[src/rtl/rfc_pkg.sv]
// Shared types for the FIFO-fill rate controller.
package rfc_pkg;
    // Registered pair of rate requests driven to the external filter.
    typedef struct packed {
        logic up;
        logic down;
    } rate_req_t;
endpackage

[src/rtl/rfc_byte_fifo.sv]
// Byte FIFO with occupancy output.
// Assumes a single clock. A flush empties it in one cycle.
// A push into a full FIFO is dropped unless a pop happens the same cycle.
// A pop from an empty FIFO returns zero and leaves the pointers alone.
module rfc_byte_fifo #(
    parameter int DEPTH = 32,
    parameter int WIDTH = 8,
    localparam int AW = $clog2(DEPTH),
    localparam int CW = $clog2(DEPTH + 1)
) (
    input  logic             clk,
    input  logic             rst_n,
    input  logic             flush,
    input  logic             push,
    input  logic [WIDTH-1:0] din,
    input  logic             pop,
    output logic [WIDTH-1:0] dout,
    output logic [CW-1:0]    fill,
    output logic             overflow,
    output logic             underflow
);
    logic [WIDTH-1:0] mem [DEPTH];
    logic [AW-1:0]    wr_ptr, rd_ptr;
    logic             full, empty, do_push, do_pop;

    // Derive the accepted operations and the error events for this cycle.
    always_comb begin
        full      = (fill == CW'(DEPTH));
        empty     = (fill == '0);
        do_pop    = pop && !empty;
        do_push   = push && (!full || do_pop);
        overflow  = push && full && !do_pop;
        underflow = pop && empty;
        dout      = empty ? '0 : mem[rd_ptr];
    end

    // Store accepted bytes.
    always_ff @(posedge clk) begin
        if (do_push && !flush)
            mem[wr_ptr] <= din;
    end

    // Advance the pointers and track the occupancy.
    always_ff @(posedge clk) begin
        if (!rst_n || flush) begin
            wr_ptr <= '0;
            rd_ptr <= '0;
            fill   <= '0;
        end else begin
            if (do_push)
                wr_ptr <= (wr_ptr == AW'(DEPTH - 1)) ? '0 : wr_ptr + 1'b1;
            if (do_pop)
                rd_ptr <= (rd_ptr == AW'(DEPTH - 1)) ? '0 : rd_ptr + 1'b1;
            fill <= fill + CW'(do_push) - CW'(do_pop);
        end
    end
endmodule

[src/rtl/rfc_bit_serializer.sv]
// Turns bytes into a serial stream, MSB first, one bit per go cycle.
// It asks for a new byte (pop) on the first go cycle of each byte.
// The output is registered, so a bit is valid the cycle after its go.
module rfc_bit_serializer #(
    parameter int WIDTH = 8,
    localparam int BW = $clog2(WIDTH)
) (
    input  logic             clk,
    input  logic             rst_n,
    input  logic             enable,
    input  logic             go,
    input  logic [WIDTH-1:0] byte_in,
    output logic             pop,
    output logic             ser_bit,
    output logic             ser_valid
);
    logic [WIDTH-1:0] shreg;
    logic [BW-1:0]    bits_left;

    // A new byte is taken when the previous one is fully sent.
    always_comb pop = go && (bits_left == '0);

    // Shift out one bit per go cycle; hold the line low otherwise.
    always_ff @(posedge clk) begin
        if (!rst_n || !enable) begin
            shreg     <= '0;
            bits_left <= '0;
            ser_bit   <= 1'b0;
            ser_valid <= 1'b0;
        end else begin
            ser_valid <= go;
            if (pop) begin
                ser_bit   <= byte_in[WIDTH-1];
                shreg     <= {byte_in[WIDTH-2:0], 1'b0};
                bits_left <= BW'(WIDTH - 1);
            end else if (go) begin
                ser_bit   <= shreg[WIDTH-1];
                shreg     <= {shreg[WIDTH-2:0], 1'b0};
                bits_left <= bits_left - 1'b1;
            end else begin
                ser_bit   <= 1'b0;
            end
        end
    end
endmodule

[src/rtl/rfc_rate_cmp.sv]
// Compares the FIFO fill level with the two thresholds.
// Registers the increase/decrease request pair.
// Pulses an update strobe in the cycle the pair changes.
// Assumes the marks are stable software values.
module rfc_rate_cmp #(
    parameter int CW = 6,
    parameter int MARK_W = 5
) (
    input  logic              clk,
    input  logic              rst_n,
    input  logic              enable,
    input  logic [CW-1:0]     fill,
    input  logic [MARK_W-1:0] hi_mark,
    input  logic [MARK_W-1:0] lo_mark,
    output rfc_pkg::rate_req_t req,
    output logic              update
);
    rfc_pkg::rate_req_t req_n;

    // Threshold decisions for the next cycle.
    always_comb begin
        req_n.up   = enable && (fill > CW'(hi_mark));
        req_n.down = enable && (fill < CW'(lo_mark));
    end

    // Register the requests and flag any change.
    always_ff @(posedge clk) begin
        if (!rst_n) begin
            req    <= '0;
            update <= 1'b0;
        end else begin
            req    <= req_n;
            update <= (req_n != req);
        end
    end
endmodule

[src/rtl/fill_rate_ctrl.sv]
// FIFO-fill VCO rate controller.
// Buffers extracted bytes and serializes them under rd_en.
// Uses the fill level to drive rate requests to an external loop.
// One clock; enable low flushes everything.
// Reads start after the fill reaches SYNC_LEVEL following enable.
module fill_rate_ctrl #(
    parameter int DEPTH      = 32,
    parameter int WIDTH      = 8,
    parameter int MARK_W     = 5,
    parameter int SYNC_LEVEL = 16,
    localparam int CW = $clog2(DEPTH + 1)
) (
    input  logic              clk,
    input  logic              rst_n,
    input  logic              enable,
    input  logic              wr_en,
    input  logic [WIDTH-1:0]  wr_data,
    input  logic              rd_en,
    input  logic [MARK_W-1:0] hi_mark,
    input  logic [MARK_W-1:0] lo_mark,
    output logic              ser_bit,
    output logic              ser_valid,
    output logic              vco_up,
    output logic              vco_down,
    output logic              vco_update,
    output logic              corrupt
);
    logic [CW-1:0]      fill;
    logic [WIDTH-1:0]   head;
    logic               pop, go, synced, ovf, unf;
    rfc_pkg::rate_req_t req;

    rfc_byte_fifo #(.DEPTH(DEPTH), .WIDTH(WIDTH)) u_fifo (
        .clk(clk), .rst_n(rst_n), .flush(!enable),
        .push(wr_en && enable), .din(wr_data), .pop(pop), .dout(head),
        .fill(fill), .overflow(ovf), .underflow(unf)
    );

    // Reading is allowed only once synchronized.
    always_comb go = rd_en && synced && enable;

    rfc_bit_serializer #(.WIDTH(WIDTH)) u_ser (
        .clk(clk), .rst_n(rst_n), .enable(enable), .go(go),
        .byte_in(head), .pop(pop), .ser_bit(ser_bit), .ser_valid(ser_valid)
    );

    rfc_rate_cmp #(.CW(CW), .MARK_W(MARK_W)) u_cmp (
        .clk(clk), .rst_n(rst_n), .enable(enable), .fill(fill),
        .hi_mark(hi_mark), .lo_mark(lo_mark), .req(req), .update(vco_update)
    );

    always_comb begin
        vco_up   = req.up;
        vco_down = req.down;
    end

    // Synchronization: set once the fill reaches the sync level; cleared by disable.
    always_ff @(posedge clk) begin
        if (!rst_n || !enable)
            synced <= 1'b0;
        else if (fill >= CW'(SYNC_LEVEL))
            synced <= 1'b1;
    end

    // Corruption event: one-cycle pulse per overflow or underflow.
    always_ff @(posedge clk) begin
        if (!rst_n)
            corrupt <= 1'b0;
        else
            corrupt <= ovf || unf;
    end
endmodule

[config.mk]
export PLATFORM = sky130hd
export DESIGN_NAME = fill_rate_ctrl
export DESIGN_NICKNAME = d
export VERILOG_FILES = /design/src/rtl/rfc_pkg.sv /design/src/rtl/rfc_byte_fifo.sv /design/src/rtl/rfc_bit_serializer.sv /design/src/rtl/rfc_rate_cmp.sv /design/src/rtl/fill_rate_ctrl.sv
export SDC_FILE = /design/constraint.sdc
export NUM_CORES = 1
export LEC_CHECK = 0
export ABC_AREA = 1
export BUFFER_PORTS_ARGS = -buffer_cell sky130_fd_sc_hd__buf_2
export CAP_MARGIN = 20
export CORE_MARGIN = 2
export CORE_UTILIZATION = 35
export DETAILED_ROUTE_END_ITERATION = 7
export GPL_TIMING_DRIVEN = 0
export SLEW_MARGIN = 10
export SYNTH_ARGS = -nofsm -noshare
export SYNTH_HDL_FRONTEND = slang
export SYNTH_HIERARCHICAL = 1
export SYNTH_SLANG_ARGS = --single-unit
[constraint.sdc]
create_clock -name clk -period 2.8 [get_ports clk]
set_input_delay 0.42 -clock clk [delete_from_list [all_inputs] [get_ports clk]]
set_output_delay 0.42 -clock clk [all_outputs]
set_load 0.02 [all_outputs]
==> run_results.csv <==
group,metric,value,unit
status,status,"finished with violations",
status,violations,"negative setup slack",
logic_synthesis,yosys_warnings,6,
global_routing,grt_pass1_wl,50500,um
logic_synthesis,synth.largest_area_cell,"edfxtp_1",
clock_network,cts.hold.buffers_added,0,
worst_setup_path,reg2reg_to,"u_fifo/mem[8][1]$_DFFE_PP_",
floorplan,fp-row-count,69,
detailed_routing,via_count,8943,
logic_synthesis,synth-seq-area-share,66.50,%
power_and_ir_drop,power_density,590.5,nW/um2
sta,setup_viol,10,
sta,skew,0.009627,ns
logic_synthesis,postSynthAreaPerCell,10.39,um2
worst_setup_path,worstPathCellList,"inv_1, ha_4, nand2_2, nor2_8, nand2_4, nand2_2, nand2_4, nor2_2, nand2_1, nor2_2",
global_routing,antenna_found_initial,0,
placement,io_buffers,28,
sta,min_period_over_period,100.2,%
sta,setup_ws,-0.005473,ns
sta,drv_slew,0,
logic_synthesis,async_flop_share,0,%
cells_and_area,diodes,0,
logic_synthesis,synth_area,12700,um2
logic_synthesis,ys_top_cells_by_area,"edfxtp_1 61%, nand2_1 11%, nand3_1 7.1%",
cells_and_area,multi_input_area,3862,um2
placement,placed_cells,1712,
sta,fin_tns_setup,-0.03370,ns
cells_and_area,design_area,14510,um2
clock_network,cts.clk_slew.worst_paths,0.06,ns
logic_synthesis,synth-seq-cells,294,
worst_setup_path,crit_path_max_incr_delay,0.63,ns
cells_and_area,drive_above_1_share,12.54,%
worst_setup_path,reg2reg_depth,10,
sta,fmax,356.4,MHz
sta,maxSlewHeadroom,32.18,%
sta,tightest_slew,1.015,ns
clock_network,cts_num_sinks,294,
placement,dp_worst_setup_slack,-0.6762,ns
detailed_routing,route.detailed.drc,0,
worst_setup_path,cp.required,2.98,ns
clock_network,clock_path_buffers,3,
worst_setup_path,r2r_setup_slack,-0.005,ns
logic_synthesis,yosysUniqueCellTypes,36,
min_path,min_delay_path_depth,3,
run,drv_cap,0,
worst_setup_path,cp-start-kind,"flip-flop",
worst_setup_path,critPathCaptureType,"flip-flop",
placement,dpl_cell_area,13420,um2
sta,hold_viol,0,
detailed_routing,vias_per_cell,5.055,
cells_and_area,areaGrowthSynthToFinish,14.21,%
floorplan,initial_core_util,35.63,%
logic_synthesis,yosysTopAreaCellShare,60.51,%
power_and_ir_drop,peakVddDrop,0.5407,mV
global_routing,overflow,0,
clock_network,cts-root-buf,"clkbuf_16",
worst_setup_path,crit_type,"reg2reg",
worst_setup_path,cp.arrival,2.99,ns
min_path,hp-class,"in2reg",
detailed_routing,wl,32990,um
worst_setup_path,cpLargestDelayFamily,"simple AND/OR/NAND/NOR gates",
cells_and_area,final_cells,1769,
floorplan,dieArea,37840,um2
clock_network,cts_buffers,29,
placement,dp_hpwl,22080,um
worst_setup_path,worst-path-buf-inv,1,
floorplan,core_area,35660,um2
floorplan,top_level_ports,29,
detailed_routing,ant_nets,0,
cells_and_area,fillers,3395,
global_routing,grt_pass1_vias,8485,
logic_synthesis,synth_cells,1223,
detailed_routing,drtIter0Drc,904,
logic_synthesis,synth_edf_count,256,
sta,final.min_clock_period,2.805,ns
placement,gp_congestion,0.8967,
sta,rsz0062_at_grt,"yes",
detailed_routing,post_drt_wl_per_cell,18.65,um
cells_and_area,final_util,40.69,%
worst_setup_path,reg2reg_from,"u_ser/bits_left[1]$_SDFFE_PP0P_",
sta,fin_worst_hold_slack,0.1393,ns
floorplan,die_h,194.5,um
min_path,hold_end,"synced$_SDFFE_PP0P_",
clock_network,clkLatencyLatePin,0.55,ns
cells_and_area,nets,1337,
clock_network,cts_tree,"yes",
detailed_routing,drt-pass1-iter-count,5,
cells_and_area,ff_latch_area,8453,um2
power_and_ir_drop,p_total,8.567,mW
global_routing,grt_max_degree,33,
logic_synthesis,synth_ff_type,"edfxtp_1",
worst_setup_path,path_max_fanout,9,
floorplan,die_w,194.5,um
min_path,hp-start,"enable",
clock_network,cts_max_level,1,
logic_synthesis,syn_nets,1273,
global_routing,grt_usage,17.57,%
worst_setup_path,slowest_stage,"nor2_2",
power_and_ir_drop,leakagePower,5.355,nW
## layer usage
metal,vias to the layer above,GRT usage (%),wire (um)
li1,4263,-,-
met1,4265,24.14,14180
met2,350,28.16,15310
met3,65,3.089,2459
met4,0,6.040,1037
met5,-,0,0
## cells by family (layout without fill, tap and decap cells)
| group | after synthesis | after routing | synth area share (%) |
|---|---|---|---|
| xor+xnor | 1 | 1 | 0.06896 |
| compound gates | 73 | 73 | 3.152 |
| buf+inv | 128 | 213 | 4.334 |
| flops | 294 | 294 | 66.50 |
| fa+ha+maj | 27 | 27 | 2.718 |
| simple gates | 700 | 700 | 23.22 |
## cell usage after synthesis (2+ instances only)
cell and count:
nand4_1 4, inv_1 68, buf_1 3, nor2_1 128
inv_2 5, ha_1 26, nand2_2 7, buf_4 3
nor3_1 4, buf_6 3, dfxtp_1 38, nor2_2 4
clkbuf_1 16, nand3_1 180, nand2_1 365, o21ai_1 17
a21oi_1 20, a21oi_2 2, o21bai_1 7, buf_2 29
edfxtp_1 256, o21ai_0 24
## flip-flops by register name, indices dropped and copies added (netlist names), named ones only
signal and cells:
corrupt 1, synced 1, u_cmp/req 2, u_cmp/update 1
u_fifo/fill 6, u_fifo/mem 256, u_fifo/rd_ptr 5, u_fifo/wr_ptr 5
u_ser/bits_left 3, u_ser/ser_bit 1, u_ser/ser_valid 1, u_ser/shreg 7
## worst min-delay path, stage by stage
cell and delay (ns):
buf_2 0.14, nand2_1 0.06, a21oi_1 0.03
## how the worst max path moves through the flow
stage                                    start  cells after the start  slack [ns]                          end
6_report       u_ser/bits_left[1]$_SDFFE_PP0P_                     10      -0.005   u_fifo/mem[8][1]$_DFFE_PP_
5_1_grt        u_ser/bits_left[1]$_SDFFE_PP0P_                     10       -0.04  u_fifo/mem[17][6]$_DFFE_PP_
4_1_cts              u_fifo/fill[2]$_SDFF_PP0_                      9       -0.12  u_fifo/mem[29][0]$_DFFE_PP_
3_5_place_dp                            enable                     11       -0.68  u_fifo/mem[30][3]$_DFFE_PP_
3_3_place_gp                            enable                     11       -0.63  u_fifo/mem[30][3]$_DFFE_PP_
2_1_floorplan                           enable                     18        0.27    u_fifo/fill[4]$_SDFF_PP0_
## layout make-up
cell class              count  share of cell area (%)
plain buffers              54                   1.880
inverters                  74                   1.932
repair buffers             33                   1.397
well taps                 461                   3.976
clock inverters            18                  0.8020
multi-input cells         801                   26.62
clock buffers              34                   5.131
flip-flops and latches    294                   58.26
## report_power, final
group / switching [mW] / internal (mW) / total [mW]
clock: 1.59 / 1.98 / 3.57
sequential: 0.00748 / 4.77 / 4.78
combinational: 0.163 / 0.0544 / 0.218
## placed cells by master (no fill, tap or decap), types with 7 or more instances in the layout
| cell | n |
|---|---|
| nand2_1 | 364 |
| edfxtp_1 | 256 |
| nand3_1 | 180 |
| nor2_1 | 104 |
| inv_1 | 67 |
| buf_2 | 57 |
| dfxtp_1 | 34 |
| clkbuf_16 | 29 |
| ha_1 | 25 |
| o21ai_0 | 24 |
| clkbuf_1 | 21 |
| a21oi_1 | 20 |
| o21ai_1 | 17 |
| nor2_4 | 14 |
| nor2_2 | 14 |
| clkinv_1 | 8 |
| o21bai_1 | 7 |
## timing repair
action,CTS,global route
gates resized for setup,36,14
pin swaps,2,1
buffers inserted,4,1
setup endpoints to repair,257,227
(Power assumes the default switching activity.)
